$ cat src/rtl/rxq_pkg.sv
package rxq_pkg;
  typedef struct packed {
    logic brk;
    logic fe;
    logic pe;
  } err_t;

  localparam int ERR_W = 3;

  typedef enum logic [1:0] {
    TRIG_LVL_A = 2'b00,
    TRIG_LVL_B = 2'b01,
    TRIG_LVL_C = 2'b10,
    TRIG_LVL_D = 2'b11
  } trig_e;
endpackage

$ cat src/rtl/rxq_ram.sv
module rxq_ram #(
  parameter int DEPTH = 16,
  parameter int WIDTH = 11,
  localparam int AW = $clog2(DEPTH)
) (
  input  logic             clk,
  input  logic             rst,
  input  logic             wr_en,
  input  logic [AW-1:0]    wr_addr,
  input  logic [WIDTH-1:0] wr_word,
  input  logic             rd_en,
  input  logic [AW-1:0]    rd_addr,
  output logic [WIDTH-1:0] rd_word
);
  logic [WIDTH-1:0] mem [DEPTH];

  always_ff @(posedge clk) begin
    if (wr_en) mem[wr_addr] <= wr_word;
  end

  always_ff @(posedge clk) begin
    if (rst)        rd_word <= '0;
    else if (rd_en) rd_word <= mem[rd_addr];
  end
endmodule

$ cat src/rtl/rxq_ptrs.sv
module rxq_ptrs #(
  parameter int DEPTH = 16,
  localparam int AW = $clog2(DEPTH),
  localparam int CW = $clog2(DEPTH + 1)
) (
  input  logic          clk,
  input  logic          rst,
  input  logic          fifo_en,
  input  logic          flush,
  input  logic          wr_valid,
  input  logic          rd_stb,
  input  logic          ovr_clr,
  output logic          wr_en,
  output logic [AW-1:0] wr_addr,
  output logic          rd_en,
  output logic [AW-1:0] rd_addr,
  output logic [CW-1:0] cnt_nxt,
  output logic          overrun
);
  logic [AW-1:0] wr_ptr, rd_ptr;
  logic [CW-1:0] cnt, cap;
  logic          fen_q, clear_all, no_room, ovr_set;

  assign clear_all = flush | (fifo_en ^ fen_q);
  assign cap       = fifo_en ? CW'(DEPTH) : CW'(1);
  assign no_room   = (cnt >= cap);
  assign wr_en     = wr_valid & ~no_room & ~clear_all;
  assign rd_en     = rd_stb & (cnt != '0) & ~clear_all;
  assign ovr_set   = wr_valid & no_room & ~clear_all;
  assign wr_addr   = wr_ptr;
  assign rd_addr   = rd_ptr;

  always_comb begin
    if (clear_all) cnt_nxt = '0;
    else           cnt_nxt = cnt + CW'(wr_en) - CW'(rd_en);
  end

  always_ff @(posedge clk) begin
    if (rst) begin
      wr_ptr  <= '0;
      rd_ptr  <= '0;
      cnt     <= '0;
      fen_q   <= 1'b0;
      overrun <= 1'b0;
    end else begin
      fen_q <= fifo_en;
      cnt   <= cnt_nxt;
      if (clear_all) begin
        wr_ptr <= '0;
        rd_ptr <= '0;
      end else begin
        if (wr_en) wr_ptr <= (wr_ptr == AW'(DEPTH - 1)) ? '0 : wr_ptr + 1'b1;
        if (rd_en) rd_ptr <= (rd_ptr == AW'(DEPTH - 1)) ? '0 : rd_ptr + 1'b1;
      end
      if (ovr_set)      overrun <= 1'b1;
      else if (ovr_clr) overrun <= 1'b0;
    end
  end
endmodule

$ cat src/rtl/rxq_flow.sv
module rxq_flow
  import rxq_pkg::*;
#(
  parameter int DEPTH = 16,
  parameter int LVL_A = 1,
  parameter int LVL_B = 4,
  parameter int LVL_C = 8,
  parameter int LVL_D = 14,
  localparam int CW = $clog2(DEPTH + 1)
) (
  input  logic          clk,
  input  logic          rst,
  input  logic          fifo_en,
  input  logic          autorts_en,
  input  logic [1:0]    trig_sel,
  input  logic [CW-1:0] cnt_nxt,
  output logic          data_ready,
  output logic          trig_hit,
  output logic          rts
);
  logic [CW-1:0] lvl, thr;
  logic          at_thr, is_empty, auto_on;

  always_comb begin
    unique case (trig_e'(trig_sel))
      TRIG_LVL_A: lvl = CW'(LVL_A);
      TRIG_LVL_B: lvl = CW'(LVL_B);
      TRIG_LVL_C: lvl = CW'(LVL_C);
      default:    lvl = CW'(LVL_D);
    endcase
  end

  assign thr      = fifo_en ? lvl : CW'(1);
  assign at_thr   = (cnt_nxt >= thr);
  assign is_empty = (cnt_nxt == '0);
  assign auto_on  = autorts_en & fifo_en;

  always_ff @(posedge clk) begin
    if (rst) begin
      data_ready <= 1'b0;
      trig_hit   <= 1'b0;
      rts        <= 1'b1;
    end else begin
      data_ready <= ~is_empty;
      trig_hit   <= at_thr;
      if (!auto_on)      rts <= 1'b1;
      else if (at_thr)   rts <= 1'b0;
      else if (is_empty) rts <= 1'b1;
    end
  end
endmodule

$ cat src/rtl/rx_fifo_autorts.sv
module rx_fifo_autorts
  import rxq_pkg::*;
#(
  parameter int DEPTH  = 16,
  parameter int DATA_W = 8,
  parameter int LVL_A  = 1,
  parameter int LVL_B  = 4,
  parameter int LVL_C  = 8,
  parameter int LVL_D  = 14
) (
  input  logic              clk,
  input  logic              rst,
  input  logic              fifo_en,
  input  logic              autorts_en,
  input  logic [1:0]        trig_sel,
  input  logic              flush,
  input  logic              ovr_clr,
  input  logic              wr_valid,
  input  logic [DATA_W-1:0] wr_data,
  input  logic              wr_pe,
  input  logic              wr_fe,
  input  logic              wr_brk,
  input  logic              rd_stb,
  output logic [DATA_W-1:0] rd_data,
  output logic              rd_pe,
  output logic              rd_fe,
  output logic              rd_brk,
  output logic              data_ready,
  output logic              overrun,
  output logic              trig_hit,
  output logic              rts
);
  localparam int AW = $clog2(DEPTH);
  localparam int CW = $clog2(DEPTH + 1);
  localparam int EW = DATA_W + ERR_W;

  logic          wr_en, rd_en;
  logic [AW-1:0] wr_addr, rd_addr;
  logic [CW-1:0] cnt_nxt;
  logic [EW-1:0] wr_word, rd_word;
  err_t          wr_err, rd_err;

  assign wr_err  = '{brk: wr_brk, fe: wr_fe, pe: wr_pe};
  assign wr_word = {wr_err, wr_data};
  assign rd_err  = err_t'(rd_word[EW-1:DATA_W]);
  assign rd_data = rd_word[DATA_W-1:0];
  assign rd_pe   = rd_err.pe;
  assign rd_fe   = rd_err.fe;
  assign rd_brk  = rd_err.brk;

  rxq_ptrs #(.DEPTH(DEPTH)) u_ptrs (
    .clk(clk), .rst(rst), .fifo_en(fifo_en), .flush(flush),
    .wr_valid(wr_valid), .rd_stb(rd_stb), .ovr_clr(ovr_clr),
    .wr_en(wr_en), .wr_addr(wr_addr), .rd_en(rd_en), .rd_addr(rd_addr),
    .cnt_nxt(cnt_nxt), .overrun(overrun)
  );

  rxq_ram #(.DEPTH(DEPTH), .WIDTH(EW)) u_ram (
    .clk(clk), .rst(rst), .wr_en(wr_en), .wr_addr(wr_addr), .wr_word(wr_word),
    .rd_en(rd_en), .rd_addr(rd_addr), .rd_word(rd_word)
  );

  rxq_flow #(
    .DEPTH(DEPTH), .LVL_A(LVL_A), .LVL_B(LVL_B), .LVL_C(LVL_C), .LVL_D(LVL_D)
  ) u_flow (
    .clk(clk), .rst(rst), .fifo_en(fifo_en), .autorts_en(autorts_en),
    .trig_sel(trig_sel), .cnt_nxt(cnt_nxt),
    .data_ready(data_ready), .trig_hit(trig_hit), .rts(rts)
  );
endmodule

$ cat config.mk
export PLATFORM = sky130hd
export DESIGN_NAME = rx_fifo_autorts
export DESIGN_NICKNAME = d
export VERILOG_FILES = /design/src/rtl/rxq_pkg.sv /design/src/rtl/rxq_ram.sv /design/src/rtl/rxq_ptrs.sv /design/src/rtl/rxq_flow.sv /design/src/rtl/rx_fifo_autorts.sv
export SDC_FILE = /design/constraint.sdc
export NUM_CORES = 1
export LEC_CHECK = 0
export ABC_AREA = 1
export BUFFER_PORTS_ARGS = -buffer_cell sky130_fd_sc_hd__buf_2
export CORE_ASPECT_RATIO = 1.4
export CORE_UTILIZATION = 40
export CTS_CLUSTER_SIZE = 30
export DETAILED_ROUTE_END_ITERATION = 8
export SETUP_SLACK_MARGIN = 0.2
export SLEW_MARGIN = 20
export SYNTH_ARGS = -nofsm -noshare
export SYNTH_HDL_FRONTEND = slang
export SYNTH_SLANG_ARGS = --single-unit
$ cat constraint.sdc
create_clock -name clk -period 3.13 [get_ports clk]
set_input_delay 0.1565 -clock clk [delete_from_list [all_inputs] [get_ports clk]]
set_output_delay 0.1565 -clock clk [all_outputs]
set_load 0.01 [all_outputs]
==> results.py, run 1 <==
metrics = {
    "timing": {
        "period_share_pct": 90.0,
        "tns_ns": 0,
        "relSlewSlack_pct": 37.5,
        "skew_ns": 0.0165,
        "setup_viol": 0,
        "fmax_ghz": 0.355,
        "tightest_slew_ns": 0.936,
        "rsz0062_at_grt": "yes",
        "slew_violations": 0,
        "hold_slack_ns": 0.0181,
        "finalCriticalPeriod_ns": 2.82,
        "hold_violations": 0,
    },
    "critical_path": {
        "worst_setup_path_start_kind": "register",
        "endpoint_kind": "register",
        "critPathTopFamily": "adder cells",
        "crit_path_max_fanout": 2,
        "slowest_stage": "fa_2",
        "cp_common_cell": "nand2_1",
        "path_cells": "inv_2, ha_4, nand3_2, nand3_1, nand2_2, nand3_4, ha_4, inv_2, ha_4, fa_2, inv_2, nor2_2, ha_1, nand2_1, nand2_1, nand2_1, nand2_1, nand2_1, nand2_2, nor2_1, nand2_1, nand2_1",
        "critical_path_class": "register to register",
        "cp.arrival_ns": 3.25,
        "path_buf_inv": 3,
        "critPathRequiredTime_ns": 3.56,
        "slowest_delay_ns": 0.53,
    },
    "power_and_ir_drop": {
        "swShare_pct": 19.7,
        "clockPowerShare_pct": 42.3,
        "combPwrFrac_pct": 2.3,
        "p_seq_share_pct": 55.3,
        "intPower_uw": 4320,
        "power_density_nw_per_um2": 508,
        "switching_power_uw": 1060,
        "ir_worst_vdd_v": 0.000434,
        "p_leak_uw": 0.00450,
    },
    "flow_run": {
        "cap_violations": 0,
    },
    "place": {
        "dp_hpwl_mm": 12.9,
        "placedCellCount": 1273,
        "place.gp.congestion": 0.811,
        "io_buffers": 35,
    },
    "grt": {
        "grt_overflow": 0,
        "antenna_found_initial": 0,
        "grt_pass1_wl_mm": 34.1,
        "grt_pass1_vias": 6323,
        "grt_max_degree": 92,
        "groute.usage.overall_pct": 18.9,
    },
    "finish": {
        "num-fill-cells": 2152,
        "num_antenna_cells": 0,
        "drive_gt1_share_pct": 14.8,
        "instances_no_fill": 1318,
        "nNetsFinal": 1045,
        "area_growth_pct": 14.6,
    },
    "logic_synthesis": {
        "avgSynthCellArea_um2": 9.71,
        "synth_top_area_share_pct": 57.2,
        "synth_top_area_cell": "edfxtp_1",
        "syn_inst": 951,
        "synth_warnings": 0,
        "synth_cell_type_count": 31,
        "yosys-top-cells-area": "edfxtp_1 (57%), nand2_1 (13%), nand3_1 (7.2%)",
        "syn_nets": 992,
        "yosysSeqAreaShare_pct": 63.5,
        "syn_area_um2": 9230,
        "ys_ff_latch": 205,
    },
    "drt": {
        "drtPass1Iterations": 5,
        "antenna_violating_nets_post_route": 0,
        "num_vias": 6330,
        "drt-initial-drc-count": 413,
        "drt_wl_total_mm": 21.1,
        "drc": 0,
        "wl_per_cell_um": 16.0,
        "viasPerCell": 4.80,
    },
    "floorplan": {
        "fp-row-count": 65,
        "die_x_um": 130,
        "dieArea_um2": 23700,
        "ios": 36,
        "fp.dieH_um": 182,
        "start_util_pct": 40.8,
        "core_um2": 22600,
    },
    "cts": {
        "cts_tree": "built",
        "clockBufferDepth": 3,
        "cts.sink_count": 205,
        "clkSlewWorstSetupHoldPaths_ns": 0.06,
        "h-tree-depth": 1,
        "root_buffer": "clkbuf_16",
        "cts_buffers": 20,
        "worstSkewPairLatency_ns": 0.49,
    },
    "worst_hold_path": {
        "hp-class": "input port to register",
    },
    "outcome": {
        "status": "finished, final reports clean",
    },
}
==> timing repair <==
action | 4_1_cts | 5_1_grt
pin swaps | 8 | 7
buffers inserted | 3 | 4
hold buffers | 3 | 0
resized for setup | 9 | 15
endpoints found under the setup margin | 2 | 2
hold endpoints to repair | 3 | 0
==> metrics by stage <==
stage / worst slack [ns] / area, µm² / power [µW] / util [%]
2_1_floorplan: 0.217 / 9240 / 3080 / -
3_5_place_dp: 0.0733 / 9800 / 3150 / 43.4
3_3_place_gp: 0.121 / 9800 / 3150 / 43.4
6_report: 0.314 / 10600 / 5370 / 46.8
5_1_grt: 0.130 / 10600 / 5540 / 46.8
4_1_cts: 0.221 / 10500 / 5410 / 46.5
==> sequential cells by signal (all words and copies together) (netlist names) <==
| name | count |
|---|---|
| u_ram.mem | 176 |
| u_ptrs.rd_addr | 4 |
| u_ptrs.wr_addr | 4 |
| u_ptrs.cnt | 5 |
| u_ram.rd_word | 11 |
| u_ptrs.overrun | 1 |
| u_flow.data_ready | 1 |
| u_ptrs.fen_q | 1 |
| u_flow.rts | 1 |
| u_flow.trig_hit | 1 |
==> synthesized netlist by cell type (all sizes together) <==
cell and n:
edfxtp 176, xnor2 1, dfxtp 29, ha 19, o21ai 7, nand2 329, a21oi 8, nand3 136
nand4 2, clkbuf 22, fa 1, inv 140, nand3b 1, nor3 2, xor2 3, nor2 56
buf 19
==> power by group through the flow <==
stage	registers [µW]	logic, µW	clock network, µW
finish	2970	126	2270
global route	2970	144	2420
CTS	2970	126	2320
detailed placement	3030	118	0
global placement	3030	116	0
floorplan	3030	51.6	0
==> cell families (layout without fill, tap and decap cells) <==
kind of cell    count (synthesis)  in the layout  share of synthesized area [%]
xor+xnor                        4              4                          0.379
flops                         205            205                           63.5
simple gates                  526            526                           24.4
compound gates                 15             15                          0.854
fa+ha+maj                      20             20                           2.79
buf+inv                       181            247                           8.02
==> final timing paths <==
kind / from / endpoint / slack (ns) / cells past startpoint
hold reg to reg: u_ptrs.overrun / u_ptrs.overrun / 0.47 / 2
setup / recovery: u_ptrs.cnt[0] / u_flow.rts / 0.31 / 22
hold / removal: flush / u_ptrs.cnt[0] / 0.02 / 4
setup reg to reg: u_ptrs.cnt[0] / u_flow.rts / 0.31 / 22
==> per-layer routing <==
metal | GRT usage [%] | up-vias | wire length (µm)
li1 | - | 3150 | -
met1 | 22.5 | 3012 | 8270
met2 | 35.0 | 136 | 11400
met3 | 2.12 | 32 | 780
met4 | 6.16 | 0 | 574
met5 | 0 | - | 0
==> worst register-to-register path: stages, from the launching register on <==
cell,delay (ns)
dfxtp_2,0.33
inv_2,0.06
ha_4,0.23
nand3_2,0.06
nand3_1,0.08
nand2_2,0.09
nand3_4,0.08
ha_4,0.27
inv_2,0.03
ha_4,0.15
fa_2,0.53
inv_2,0.04
nor2_2,0.07
ha_1,0.22
nand2_1,0.06
nand2_1,0.04
nand2_1,0.05
nand2_1,0.04
nand2_1,0.06
nand2_2,0.06
nor2_1,0.10
nand2_1,0.06
nand2_1,0.05
==> cells in the final DEF (no fill, tap or decap), types with 6 or more instances in the layout <==
| cell | netlist | final |
|---|---|---|
| a21oi_1 | 7 | 7 |
| buf_2 | 5 | 35 |
| buf_4 | 2 | 33 |
| clkbuf_16 | 0 | 21 |
| dfxtp_1 | 29 | 22 |
| dfxtp_2 | 0 | 7 |
| edfxtp_1 | 176 | 176 |
| ha_1 | 19 | 14 |
| inv_1 | 135 | 128 |
| inv_2 | 4 | 9 |
| nand2_1 | 326 | 324 |
| nand3_1 | 132 | 131 |
| nor2_1 | 42 | 41 |
| nor2_2 | 13 | 13 |
| o21ai_0 | 7 | 6 |
==> cell type report <==
| type | count | area [µm²] | share of cell area [%] |
|---|---|---|---|
| Multi-Input combinational cell | 565 | 2710 | 25.6 |
| Clock buffer | 26 | 544 | 5.14 |
| Timing Repair Buffer | 72 | 473 | 4.47 |
| Sequential cell | 205 | 5870 | 55.5 |
| Inverter | 140 | 536 | 5.06 |
| Clock inverter | 9 | 70.1 | 0.662 |
| Tap cell | 301 | 377 | 3.56 |
No activity file was read; power rests on OpenSTA's default activity.
==> run 2, diff against run 1 <==
--- a/config.mk
+++ b/config.mk
@@ -11,6 +11,7 @@
 export CORE_UTILIZATION = 40
 export CTS_CLUSTER_SIZE = 30
 export DETAILED_ROUTE_END_ITERATION = 8
+export RECOVER_POWER = 100
 export SETUP_SLACK_MARGIN = 0.2
 export SLEW_MARGIN = 20
 export SYNTH_ARGS = -nofsm -noshare
==> run 2 against run 1 <==
Clock power about the same. Register-to-register slack worse by 0.06 ns. Core utilization down 0.49 points. Global-route usage unchanged. Fmax down 1.9%. Setup slack worse by 0.055 ns. Clock skew down 0.00079 ns. Sequential power about the same. Final cell count unchanged. Final area down 1.0%. Die area unchanged. Critical path type unchanged. Largest power group unchanged.
==> results.py, run 2 (synthesis gave the netlist of run 1 again) <==
metrics = {
    "cts": {
        "worstSkewPairLatency_ns": 0.49,
        "h-tree-depth": 1,
        "clockBufferDepth": 3,
        "cts_buffers": 20,
        "clkSlewWorstSetupHoldPaths_ns": 0.06,
        "root_buffer": "clkbuf_16",
        "cts_tree": "built",
        "cts.sink_count": 205,
    },
    "floorplan": {
        "fp-row-count": 65,
        "ios": 36,
        "die_x_um": 130,
        "core_um2": 22600,
        "start_util_pct": 40.8,
        "dieArea_um2": 23700,
        "fp.dieH_um": 182,
    },
    "place": {
        "io_buffers": 35,
        "place.gp.congestion": 0.811,
        "placed_area_um2": 9800,
        "dp_hpwl_mm": 12.9,
    },
    "finish": {
        "multi_input_area_um2": 2700,
        "area_growth_pct": 13.4,
        "mostFrequentLayoutCell": "nand2_1",
        "final_cell_area_um2": 10500,
        "largest-register": "u_ram.mem",
        "layout_common_cells": "nand2_1 (326), edfxtp_1 (176), nand3_1 (131), inv_1 (130), clkbuf_1 (48)",
        "drive_gt1_share_pct": 9.93,
        "seq_area_um2": 5870,
        "top_regs": "u_ram.mem: 176 flops, u_ram.rd_word: 11 flops, u_ptrs.cnt: 5 flops",
        "final_core_util_pct": 46.3,
        "num-fill-cells": 2181,
        "largest_reg_flops": 176,
        "nNetsFinal": 1045,
        "num_antenna_cells": 0,
    },
    "grt": {
        "grt_overflow": 0,
        "groute.usage.overall_pct": 18.9,
        "grt_pass1_vias": 6323,
        "grt_max_degree": 92,
        "grt_pass1_wl_mm": 34.1,
        "antenna_found_initial": 0,
    },
    "critical_path": {
        "critPathRequiredTime_ns": 3.56,
        "endpoint_kind": "register",
        "cp.arrival_ns": 3.30,
        "crit_path_max_fanout": 2,
        "critical_path_class": "register to register",
        "reg2reg_depth": 22,
        "worst_setup_path_start_kind": "register",
    },
    "worst_hold_path": {
        "hp-class": "input port to register",
        "hold-path-cell-count": 4,
    },
    "drt": {
        "drc": 0,
        "wl_per_cell_um": 16.1,
        "drt-initial-drc-count": 465,
        "drt_wl_total_mm": 21.2,
        "drtPass1Iterations": 4,
        "num_vias": 6330,
        "viasPerCell": 4.80,
        "antenna_violating_nets_post_route": 0,
    },
    "timing": {
        "skew_ns": 0.0157,
        "fmax_ghz": 0.348,
        "hold_violations": 0,
        "relSlewSlack_pct": 19.5,
        "hold_slack_ns": 0.0251,
        "tns_ns": 0,
        "slew_violations": 0,
        "finalCriticalPeriod_ns": 2.87,
        "period_share_pct": 91.7,
        "rsz0062_at_grt": "yes",
        "tightest_slew_ns": 1.21,
        "setup_viol": 0,
    },
    "power_and_ir_drop": {
        "p_leak_uw": 0.00434,
        "power_density_nw_per_um2": 513,
        "ir_worst_vdd_v": 0.000433,
    },
    "outcome": {
        "status": "finished, final reports clean",
    },
    "flow_run": {
        "cap_violations": 0,
    },
}
-- run 2: power breakdown --
group | internal [µW] | total, µW | switching [µW]
Sequential | 2970 | 2970 | 3.07
Combinational | 35.2 | 122 | 86.6
Clock | 1310 | 2280 | 967
-- run 2: path summary, 6_finish.rpt --
kind                        from              to  slack [ns]
setup / recovery   u_ptrs.cnt[0]      u_flow.rts        0.26
hold / removal             flush   u_ptrs.cnt[0]        0.03
setup reg to reg   u_ptrs.cnt[0]      u_flow.rts        0.26
hold reg to reg   u_ptrs.overrun  u_ptrs.overrun        0.47
-- run 2: cell type report --
type                    instances  area share, %
well taps                     301           3.60
multi-input cells             565           25.8
clock buffers                  26           5.20
repair buffers                 72           3.57
inverters                     140           5.11
flip-flops and latches        205           56.1
clock inverters                 9          0.669
-- run 2: stage by stage --
| stage | setup WS, ns | total power [µW] | cells |
|---|---|---|---|
| after global placement | 0.121 | 3150 | 1273 |
| after CTS | 0.221 | 5410 | 1314 |
| final | 0.259 | 5370 | 1318 |
| after global routing | 0.0727 | 5530 | 1318 |
| after floorplan | 0.217 | 3080 | 951 |
| after detailed placement | 0.0733 | 3150 | 1273 |
-- run 2: repair_timing --
action | CTS | global route
resized for setup | 9 | 15
endpoints found under the setup margin | 2 | 2
pin swaps | 8 | 7
hold endpoints to repair | 3 | 0
setup buffers | 3 | 4
hold buffers | 3 | 0
-- run 2: per-layer routing --
metal  global-route usage [%]  wire (µm)  up-vias
met5                        0          0        -
met4                     6.16        573        0
met3                     2.12        754       32
met2                     35.0      11400      116
met1                     22.5       8430     3034
li1                         -          -     3148
-- run 2: critical path, stage by stage, from the launching register on --
cell and delay [ns]:
dfxtp_1 0.34, inv_2 0.07, ha_4 0.23, nand3_2 0.06
nand3_1 0.07, nand2_1 0.12, nand3_4 0.09, ha_4 0.27
inv_2 0.03, ha_4 0.15, fa_2 0.53, inv_2 0.04
nor2_2 0.07, ha_1 0.22, nand2_1 0.07, nand2_1 0.05
nand2_1 0.05, nand2_1 0.04, nand2_1 0.06, nand2_2 0.06
nor2_1 0.10, nand2_1 0.06, nand2_1 0.05
==> run 3, diff against run 2 <==
==> constraint.sdc (replaced) <==
create_clock -name clk -period 2.98 [get_ports clk]
set_input_delay 0.149 -clock clk [delete_from_list [all_inputs] [get_ports clk]]
set_output_delay 0.149 -clock clk [all_outputs]
set_load 0.01 [all_outputs]
==> run 3 against run 2 <==
Sequential cell count is the same. Setup slack lost 0.13 ns. Core utilization grew 0.80 points. Fmax grew 0.58%. Sequential power grew 5%. Combinational power grew 7%.
==> results.py, run 3 (synthesis gave the netlist of run 1 again) <==
metrics = {
    "outcome": {
        "status": "finished, final reports clean",
    },
    "finish": {
        "final_cell_area_um2": 10700,
        "instances_no_fill": 1320,
        "area_growth_pct": 15.4,
        "layout_common_cells": "nand2_1 (323), edfxtp_1 (176), nand3_1 (130), inv_1 (129), nor2_1 (39)",
        "num_antenna_cells": 0,
        "nNetsFinal": 1047,
        "largest_reg_flops": 176,
        "largest-register": "u_ram.mem",
        "drive_gt1_share_pct": 12.8,
        "top_regs": "u_ram.mem: 176 flops, u_ram.rd_word: 11 flops, u_ptrs.cnt: 5 flops",
        "mostFrequentLayoutCell": "nand2_1",
        "final_core_util_pct": 47.1,
    },
    "place": {
        "place.gp.congestion": 0.785,
        "placedCellCount": 1275,
        "placed_area_um2": 9890,
        "io_buffers": 35,
        "dp_hpwl_mm": 13.1,
    },
    "critical_path": {
        "critical_path_class": "register to register",
        "cp.arrival_ns": 3.25,
        "worst_setup_path_start_kind": "register",
        "reg2reg_from": "u_ptrs.cnt[2]",
        "r2r_end": "u_flow.trig_hit",
        "critPathRequiredTime_ns": 3.37,
        "rrSetupSlack_ns": 0.13,
        "reg2reg_depth": 22,
        "endpoint_kind": "register",
        "crit_path_max_fanout": 4,
    },
    "timing": {
        "skew_ns": 0.0102,
        "relSlewSlack_pct": 18.0,
        "rsz0062_at_grt": "yes",
        "hold_violations": 0,
        "fmax_ghz": 0.350,
        "hold_slack_ns": 0.0322,
        "period_share_pct": 95.8,
        "slew_violations": 0,
        "setup_viol": 0,
        "tightest_slew_ns": 1.23,
        "finalCriticalPeriod_ns": 2.85,
    },
    "drt": {
        "wl_per_cell_um": 16.5,
        "drtPass1Iterations": 5,
        "num_vias": 6456,
        "drt-initial-drc-count": 460,
        "drc": 0,
        "antenna_violating_nets_post_route": 0,
        "drt_wl_total_mm": 21.7,
        "viasPerCell": 4.89,
    },
    "cts": {
        "h-tree-depth": 1,
        "cts_buffers": 20,
        "cts_tree": "built",
        "cts.sink_count": 205,
        "clockBufferDepth": 3,
        "clkSlewWorstSetupHoldPaths_ns": 0.07,
        "root_buffer": "clkbuf_16",
        "worstSkewPairLatency_ns": 0.49,
    },
    "floorplan": {
        "start_util_pct": 40.8,
        "fp.dieH_um": 182,
        "dieArea_um2": 23700,
        "fp-row-count": 65,
        "ios": 36,
        "core_um2": 22600,
        "die_x_um": 130,
    },
    "grt": {
        "antenna_found_initial": 0,
        "grt_use_met2_pct": 35.4,
        "groute.usage.overall_pct": 19.2,
        "grt_overflow": 0,
        "grt_pass1_vias": 6300,
        "grt-busiest-layer": "met2",
        "grt_max_degree": 92,
        "grt_util_met3_pct": 2.50,
        "grtUsageMet1_pct": 21.8,
        "grt_pass1_wl_mm": 33.9,
    },
    "worst_hold_path": {
        "hold-path-cell-count": 3,
        "hp-start": "rd_stb",
        "hp-class": "input port to register",
        "whs_endpoint": "u_ptrs.rd_addr[1]",
    },
    "power_and_ir_drop": {
        "fin_total_pwr_uw": 5790,
        "ir_worst_vdd_v": 0.000307,
        "power_density_nw_per_um2": 544,
        "p_leak_uw": 0.00446,
    },
    "flow_run": {
        "cap_violations": 0,
    },
}
-- run 3: cell types whose count changed in the layout (fill, tap and decap cells not counted), moves of 2 or more --
cell       delta
nor2_1        -2
clkbuf_16     +2
nand2_1       -3
nor2_2        +2
nand2_2       +3
clkbuf_1     -19
buf_4        +17
-- run 3: cell type report --
type	instances	area, µm²
Fill cell	2171	12000
Sequential cell	205	5870
Multi-Input combinational cell	565	2730
Clock buffer	27	601
Inverter	140	536
Timing Repair Buffer	74	468
Tap cell	301	377
Clock inverter	8	70.1
-- run 3: power breakdown --
part           switching (µW)  internal, µW
Combinational            90.5          40.8
Sequential               3.08          3120
Clock                    1040          1500
-- run 3: worst max-delay path, stage by stage (launching register included) --
cell,delay (ns)
dfxtp_2,0.34
inv_4,0.08
ha_4,0.13
inv_2,0.03
nor2_2,0.10
nand3_2,0.07
nand2_2,0.10
nand3_4,0.08
ha_4,0.27
inv_2,0.04
ha_4,0.15
fa_2,0.55
inv_2,0.05
nor2_2,0.07
ha_1,0.23
nand2_1,0.06
nand2_1,0.05
nand2_1,0.05
nand2_1,0.05
nand2_1,0.06
nand2_2,0.07
o21ai_2,0.10
inv_1,0.04
-- run 3: worst max path at each step --
stage / startpoint / to / cells after the start
after floorplan: u_ptrs.cnt[3] / u_flow.trig_hit / 21
after global placement: fifo_en / u_flow.trig_hit / 22
after detailed placement: u_ptrs.cnt[2] / u_flow.trig_hit / 22
after CTS: u_ptrs.cnt[2] / u_flow.trig_hit / 22
after global routing: u_ptrs.cnt[2] / u_flow.trig_hit / 22
final: u_ptrs.cnt[2] / u_flow.trig_hit / 22
-- run 3: stage by stage --
step / setup TNS, ns / setup WS [ns]
final: 0 / 0.125
after global routing: -0.148 / -0.0816
after CTS: 0 / 0.135
after detailed placement: 0 / 0.0465
after global placement: 0 / 0.0758
after floorplan: 0 / 0.172
-- run 3: routing by layer --
layer / vias to the layer above / wire (µm)
met2: 141 / 11800
li1: 3159 / -
met3: 45 / 1040
met1: 3111 / 8040
met4: 0 / 869
met5: - / 0
-- run 3: repair_timing --
action                     CTS  global route
buffers inserted             4             2
setup endpoints to repair    2             2
resized for setup            7             9
hold buffers                 4             0
hold endpoints to repair     4             0
pin swaps                    4             6
